File: config.mk
export PLATFORM = sky130hd
export DESIGN_NAME = vga_port_trap
export DESIGN_NICKNAME = d
export VERILOG_FILES = /design/src/rtl/vga_trap_pkg.sv /design/src/rtl/vga_trap_cfg.sv /design/src/rtl/vga_trap_decode.sv /design/src/rtl/vga_trap_capture.sv /design/src/rtl/vga_port_trap.sv
export SDC_FILE = /design/constraint.sdc
export NUM_CORES = 1
export LEC_CHECK = 0
export BUFFER_PORTS_ARGS = -buffer_cell sky130_fd_sc_hd__buf_2
export CORE_UTILIZATION = 41
export DETAILED_ROUTE_END_ITERATION = 8
export GPL_ROUTABILITY_DRIVEN = 0
export PLACE_DENSITY = 0.86
export SYNTH_ARGS = -nofsm -noshare
export SYNTH_HDL_FRONTEND = slang
export SYNTH_SLANG_ARGS = --single-unit
export TNS_END_PERCENT = 20
File: constraint.sdc
create_clock -name clk -period 1.8 [get_ports clk]
set_input_delay 0.09 -clock clk [delete_from_list [all_inputs] [get_ports clk]]
set_output_delay 0.09 -clock clk [all_outputs]
set_load 0.03 [all_outputs]
File: src/rtl/vga_trap_pkg.sv
package vga_trap_pkg;

    // Width of a decoded I/O port number
    localparam int IO_AW         = 16;
    // Number of trappable windows
    localparam int NUM_WIN       = 3;
    // log2 of the ports per window
    localparam int WIN_PORT_BITS = 4;
    // Width of the window tag compared against the address
    localparam int TAG_W         = IO_AW - WIN_PORT_BITS;
    // Tag of the lowest window (ports 3B0h..3BFh)
    localparam logic [TAG_W-1:0] FIRST_WIN_TAG = TAG_W'(12'h03B);

    typedef logic [NUM_WIN-1:0] win_vec_t;

    typedef struct packed {
        logic [IO_AW-1:0] port;
        logic             write;
        win_vec_t         win;
    } trap_rec_t;

    // Windows lie back to back starting at FIRST_WIN_TAG
    function automatic logic [TAG_W-1:0] win_tag(input int idx);
        return FIRST_WIN_TAG + TAG_W'(idx);
    endfunction

endpackage

File: src/rtl/vga_trap_cfg.sv
module vga_trap_cfg
    import vga_trap_pkg::*;
(
    input  logic     clk,
    input  logic     rst,
    input  logic     cfg_wr,
    input  win_vec_t cfg_wdata,
    output win_vec_t en_q
);

    // Every window starts disabled so an external adapter is never trapped
    always_ff @(posedge clk) begin
        if (rst) begin
            en_q <= '0;
        end else if (cfg_wr) begin
            en_q <= cfg_wdata;
        end
    end

endmodule

File: src/rtl/vga_trap_decode.sv
module vga_trap_decode
    import vga_trap_pkg::*;
#(
    parameter int BUS_AW = 32
) (
    input  logic              io_valid,
    input  logic              io_is_io,
    input  logic [BUS_AW-1:0] io_addr,
    input  win_vec_t          en,
    output win_vec_t          hit
);

    logic upper_zero;
    logic qualify;

    generate
        if (BUS_AW > IO_AW) begin : g_upper
            assign upper_zero = (io_addr[BUS_AW-1:IO_AW] == '0);
        end else begin : g_no_upper
            assign upper_zero = 1'b1;
        end
    endgenerate

    assign qualify = io_valid & io_is_io & upper_zero;

    // One comparator per window; windows are disjoint, so at most one hits
    for (genvar gi = 0; gi < NUM_WIN; gi++) begin : g_win
        assign hit[gi] = qualify && en[gi] &&
                         (io_addr[IO_AW-1:WIN_PORT_BITS] == win_tag(gi));
    end

endmodule

File: src/rtl/vga_trap_capture.sv
module vga_trap_capture
    import vga_trap_pkg::*;
(
    input  logic             clk,
    input  logic             rst,
    input  win_vec_t         hit,
    input  logic [IO_AW-1:0] port,
    input  logic             write,
    input  logic             pend_clr,
    output logic             smi_req,
    output logic             pend_q,
    output trap_rec_t        rec_q
);

    logic take;

    // A hit is accepted when nothing is pending, or when the pending flag
    // is being released in this very cycle (the new hit wins).
    assign take = (|hit) && (!pend_q || pend_clr);

    always_ff @(posedge clk) begin
        if (rst) begin
            smi_req <= 1'b0;
            pend_q  <= 1'b0;
            rec_q   <= '0;
        end else begin
            smi_req <= take;
            if (take) begin
                pend_q      <= 1'b1;
                rec_q.port  <= port;
                rec_q.write <= write;
                rec_q.win   <= hit;
            end else if (pend_clr) begin
                pend_q <= 1'b0;
            end
        end
    end

endmodule

File: src/rtl/vga_port_trap.sv
module vga_port_trap
    import vga_trap_pkg::*;
#(
    parameter int BUS_AW = 32
) (
    input  logic               clk,
    input  logic               rst,
    input  logic               io_valid,
    input  logic               io_is_io,
    input  logic               io_write,
    input  logic [BUS_AW-1:0]  io_addr,
    input  logic               cfg_wr,
    input  logic [NUM_WIN-1:0] cfg_wdata,
    input  logic               sts_wr,
    input  logic               sts_wdata,
    output logic [NUM_WIN-1:0] trap_en,
    output logic               smi_req,
    output logic               pend,
    output logic [IO_AW-1:0]   cap_port,
    output logic               cap_write,
    output logic [NUM_WIN-1:0] cap_win
);

    win_vec_t  en_q;
    win_vec_t  hit;
    trap_rec_t rec;
    logic      pend_clr;

    assign pend_clr = sts_wr & sts_wdata;

    vga_trap_cfg u_cfg (
        .clk      (clk),
        .rst      (rst),
        .cfg_wr   (cfg_wr),
        .cfg_wdata(cfg_wdata),
        .en_q     (en_q)
    );

    vga_trap_decode #(.BUS_AW(BUS_AW)) u_decode (
        .io_valid(io_valid),
        .io_is_io(io_is_io),
        .io_addr (io_addr),
        .en      (en_q),
        .hit     (hit)
    );

    vga_trap_capture u_capture (
        .clk     (clk),
        .rst     (rst),
        .hit     (hit),
        .port    (io_addr[IO_AW-1:0]),
        .write   (io_write),
        .pend_clr(pend_clr),
        .smi_req (smi_req),
        .pend_q  (pend),
        .rec_q   (rec)
    );

    assign trap_en   = en_q;
    assign cap_port  = rec.port;
    assign cap_write = rec.write;
    assign cap_win   = rec.win;

endmodule

==> metrics.txt <==
# TYPE chip_impl_metric gauge
chip_impl_info{name="status",value="finished, final reports clean"} 1
chip_impl_info{name="end_kind",value="register"} 1
chip_impl_metric{name="fin_setup_tns",unit="ns"} 0
chip_impl_metric{name="drt-vias-per-instance",unit=""} 4.83
chip_impl_metric{name="grt_pass1_wl",unit="µm"} 3890
chip_impl_metric{name="yosysWarnings",unit=""} 0
chip_impl_metric{name="synth_area_per_cell",unit="µm²"} 10.3
chip_impl_info{name="crit_path_start",value="u_cfg.en_q[1]"} 1
chip_impl_metric{name="first_global_vias",unit=""} 905
chip_impl_metric{name="synth-adder-area-share",unit="%"} 0
chip_impl_metric{name="ys_seq_elements",unit=""} 25
chip_impl_info{name="slowest_stage",value="dfxtp_1"} 1
chip_impl_info{name="hold_path_startpoint",value="io_addr[3]"} 1
chip_impl_metric{name="cts.reportedPaths.clkPinSlew",unit="ns"} 0.13
chip_impl_metric{name="finClkSkew",unit="ns"} 0.00673
chip_impl_metric{name="yosys-mux-area-fraction",unit="%"} 10.7
chip_impl_metric{name="final_layout_size_suffix_gt1_share",unit="%"} 46.2
chip_impl_metric{name="fmax",unit="GHz"} 0.592
chip_impl_metric{name="multiInputGateArea",unit="µm²"} 483
chip_impl_metric{name="max_stage_delay",unit="ns"} 0.39
chip_impl_metric{name="synth_cells",unit=""} 100
chip_impl_info{name="grt_setup_unrepaired",value="false"} 1
chip_impl_metric{name="area_delta_synth_final",unit="%"} 36.9
chip_impl_metric{name="worst_slew_margin_rel",unit="%"} 61.2
chip_impl_metric{name="detail_route.wirelength",unit="µm"} 2460
chip_impl_metric{name="drt.antenna.violating_nets",unit=""} 0
chip_impl_metric{name="cts_sinks",unit=""} 25
chip_impl_metric{name="synth.lib_cells_used.distinct",unit=""} 30
chip_impl_info{name="worstPathCellList",value="or2b_2 -> a21boi_0 -> o211a_4 -> mux2i_1"} 1
chip_impl_metric{name="max-vdd-ir-drop",unit="mV"} 0.314
chip_impl_metric{name="pwr-share-clk",unit="%"} 26.7
chip_impl_metric{name="sum_of_overflow_across_all_layers_after_global_routing",unit=""} 0
chip_impl_metric{name="grt_antenna_before_repair",unit=""} 0
chip_impl_metric{name="number_of_nets_in_the_final_layout",unit=""} 213
chip_impl_metric{name="drtIter0Drc",unit=""} 19
chip_impl_metric{name="switching_share",unit="%"} 22.4
chip_impl_info{name="leading_cell_types_by_total_area_after_synthesis",value="dfxtp_1, mux2i_1, nand2_1, nor3b_1, and4bb_2"} 1
chip_impl_info{name="endpoint",value="u_capture.rec_q[9]"} 1
chip_impl_metric{name="nFillCells",unit=""} 207
chip_impl_metric{name="worst_r2r_path_depth",unit=""} 4
chip_impl_metric{name="fin_util",unit="%"} 61.6
chip_impl_metric{name="cellInternalPower",unit="µW"} 694
chip_impl_metric{name="data_required_time_at_the_worst_endpoint",unit="ns"} 2.04
chip_impl_metric{name="sequential_cell_area",unit="µm²"} 500
chip_impl_metric{name="detailed_place_hpwl",unit="µm"} 1980
chip_impl_info{name="regToRegEndpoint",value="u_capture.rec_q[9]"} 1
chip_impl_metric{name="fp.coreArea",unit="mm²"} 0.00230
chip_impl_metric{name="period_needed",unit="ns"} 1.69
chip_impl_metric{name="floorplan.die.height",unit="µm"} 52.2
chip_impl_info{name="ys_top_cells_by_count",value="dfxtp_1, nand2_1, mux2i_1"} 1
chip_impl_metric{name="clk_path_buf_depth",unit=""} 2
chip_impl_metric{name="number_of_buffers_inserted_during_clock_tree_synthesis",unit=""} 3
chip_impl_metric{name="yosys.area_share.xor_xnor",unit="%"} 0
chip_impl_metric{name="switching_power",unit="µW"} 200
chip_impl_metric{name="num_vias",unit=""} 952
chip_impl_metric{name="yosysSeqAreaShare",unit="%"} 48.4
chip_impl_info{name="critPathKind",value="register to register"} 1
chip_impl_metric{name="whs",unit="ns"} 0.0101
chip_impl_info{name="synthDominantAreaCellType",value="dfxtp_1"} 1
chip_impl_metric{name="numPlacedInstances",unit=""} 191
chip_impl_info{name="kind_of_path_behind_the_tightest_hold_check",value="input port to register"} 1
chip_impl_metric{name="timing.final.setup_violations",unit=""} 0
chip_impl_metric{name="wl_per_cell",unit="µm"} 12.5
chip_impl_metric{name="htreeDepth",unit=""} 1
chip_impl_metric{name="path_depth",unit=""} 4
chip_impl_metric{name="maximum_number_of_pins_on_one_net_before_global_route_repair",unit=""} 23
chip_impl_metric{name="drt-pass1-iter-count",unit=""} 4
chip_impl_metric{name="pin_count",unit=""} 68
chip_impl_metric{name="leak",unit="µW"} 0.000698
chip_impl_metric{name="count_of_inserted_antenna_diode_cells",unit=""} 0
chip_impl_metric{name="fin_crit_sh",unit="%"} 93.9
chip_impl_metric{name="cts.repair_timing.setup_buffer_count",unit=""} 0
chip_impl_metric{name="synth_enable_flop_cells",unit=""} 0
chip_impl_info{name="main_combinational_cell_family_by_area_after_synthesis",value="simple AND/OR/NAND/NOR gates"} 1
chip_impl_metric{name="grt_use_total",unit="%"} 19.3
chip_impl_metric{name="starting_density_of_the_core",unit="%"} 45.0
chip_impl_metric{name="total_power",unit="µW"} 894
chip_impl_metric{name="max_slew.worst_pin.slew",unit="ns"} 0.582
chip_impl_metric{name="power.share.combinational",unit="%"} 10.6
chip_impl_metric{name="power.density",unit="mW/mm²"} 632
chip_impl_metric{name="max_cap_viol_count",unit=""} 0
chip_impl_metric{name="pwr-share-seq",unit="%"} 62.7
chip_impl_metric{name="buffer_ports.inserted",unit=""} 67
chip_impl_metric{name="reg2reg_setup_slack",unit="ns"} 0.11
chip_impl_metric{name="synth.top_cell.area_share",unit="%"} 48.4
chip_impl_metric{name="syn_nets",unit=""} 143
chip_impl_metric{name="die-area",unit="mm²"} 0.00273
chip_impl_metric{name="fin_cells",unit=""} 197
chip_impl_info{name="top_cell_family_by_delay_on_the_critical_path",value="compound AO/OA/AOI/OAI gates"} 1
chip_impl_metric{name="ys_async_sr_fraction",unit="%"} 0
chip_impl_info{name="crit_path_start_kind",value="register"} 1
chip_impl_metric{name="slew_viol_final",unit=""} 0
chip_impl_metric{name="finalHoldViolations",unit=""} 0
chip_impl_metric{name="critPathArrivalTime",unit="ns"} 1.93
chip_impl_metric{name="clock_insertion_delay_worst_skew",unit="ns"} 0.31
chip_impl_metric{name="core.rowCount",unit=""} 17
chip_impl_info{name="r2r_start",value="u_cfg.en_q[1]"} 1
chip_impl_metric{name="drt_drc_violations_left",unit=""} 0
chip_impl_info{name="synth_most_common_cell",value="dfxtp_1"} 1
chip_impl_metric{name="syn_area",unit="mm²"} 0.00103
chip_impl_metric{name="critical_path_buf_inv_count",unit=""} 0
chip_impl_metric{name="dieWidth",unit="µm"} 52.2
chip_impl_info{name="cts_tree",value="done"} 1
chip_impl_metric{name="synth_compound_gate_area_share",unit="%"} 8.96
chip_impl_info{name="root_buffer",value="clkbuf_4"} 1
chip_impl_metric{name="synth-simple-area-share",unit="%"} 27.1
chip_impl_metric{name="critical_path_peak_fanout",unit=""} 20
chip_impl_info{name="ys_dominant_reg_cell",value="dfxtp_1"} 1
==> registers in the layout, indices dropped and copies added, names as in the netlist <==
name / flops
u_capture.pend_q: 1
u_capture.rec_q: 20
u_capture.smi_req: 1
u_cfg.en_q: 3
==> timing repair <==
action / in CTS / in global routing
hold buffers: 2 / 0
endpoints found under the hold margin: 2 / 0
gates resized for setup: 0 / 0
==> worst min path at each step <==
stage	to	depth (start not counted)
3_3_place_gp	u_cfg.en_q[0]	3
6_report	u_capture.rec_q[7]	3
5_1_grt	u_capture.rec_q[3]	3
4_1_cts	u_capture.rec_q[7]	3
3_5_place_dp	u_cfg.en_q[1]	3
2_1_floorplan	u_capture.rec_q[14]	1
==> layer usage <==
| metal | track usage [%] | vias up | wire (µm) |
|---|---|---|---|
| li1 | - | 492 | - |
| met1 | 21.8 | 427 | 1010 |
| met2 | 36.3 | 31 | 1300 |
| met3 | 1.74 | 2 | 130 |
| met4 | 8.77 | 0 | 17 |
| met5 | 0 | - | 0 |
==> power groups by stage <==
stage / Combinational (µW) / Clock (µW) / Sequential (µW)
2_1_floorplan: 28.8 / 0 / 580
4_1_cts: 94.9 / 248 / 561
3_5_place_dp: 90.9 / 0 / 573
5_1_grt: 104 / 265 / 562
6_report: 94.7 / 239 / 561
3_3_place_gp: 87.9 / 0 / 573
==> kinds of logic (layout without fill, tap and decap cells) <==
| logic type | Yosys count | count (layout) |
|---|---|---|
| simple gates | 46 | 46 |
| mux | 11 | 11 |
| compound gates | 11 | 11 |
| flops | 25 | 25 |
| buf+inv | 7 | 76 |
==> stage by stage <==
step	area, µm²	worst slack, ns
6_report	1420	0.110
5_1_grt	1420	0.0369
4_1_cts	1420	0.112
3_5_place_dp	1370	0.0147
3_3_place_gp	1370	0.109
2_1_floorplan	1030	0.155
==> area by class of cell <==
class                   instances  area share [%]
flip-flops and latches         25            35.4
multi-input cells              68            34.1
repair buffers                 70            25.6
well taps                      28            2.48
clock buffers                   4            1.86
inverters                       2           0.531
==> placed cells by master, fill, tap and decap left out, drive strengths merged <==
cell / count
and4bb: 2
and3b: 1
o211a: 2
buf: 68
a21oi: 1
nand4: 1
and4: 1
nor4: 3
o32ai: 1
or4: 2
nand3b: 1
o21a: 3
or2b: 1
nor3b: 6
o211ai: 1
o22ai: 1
dfxtp: 25
clkbuf: 4
nand4bb: 1
nand3: 1
inv: 2
nand2: 20
a21boi: 2
mux2i: 11
dlygate4sd3: 2
nor3: 2
nor2: 4
==> worst min-delay path: cells and delay by family <==
kind                   cells  cell delay, ns
buffers and inverters      1            0.10
multiplexers               1            0.06
AND/OR/NAND/NOR            1            0.04
(Power assumes the default switching activity.)
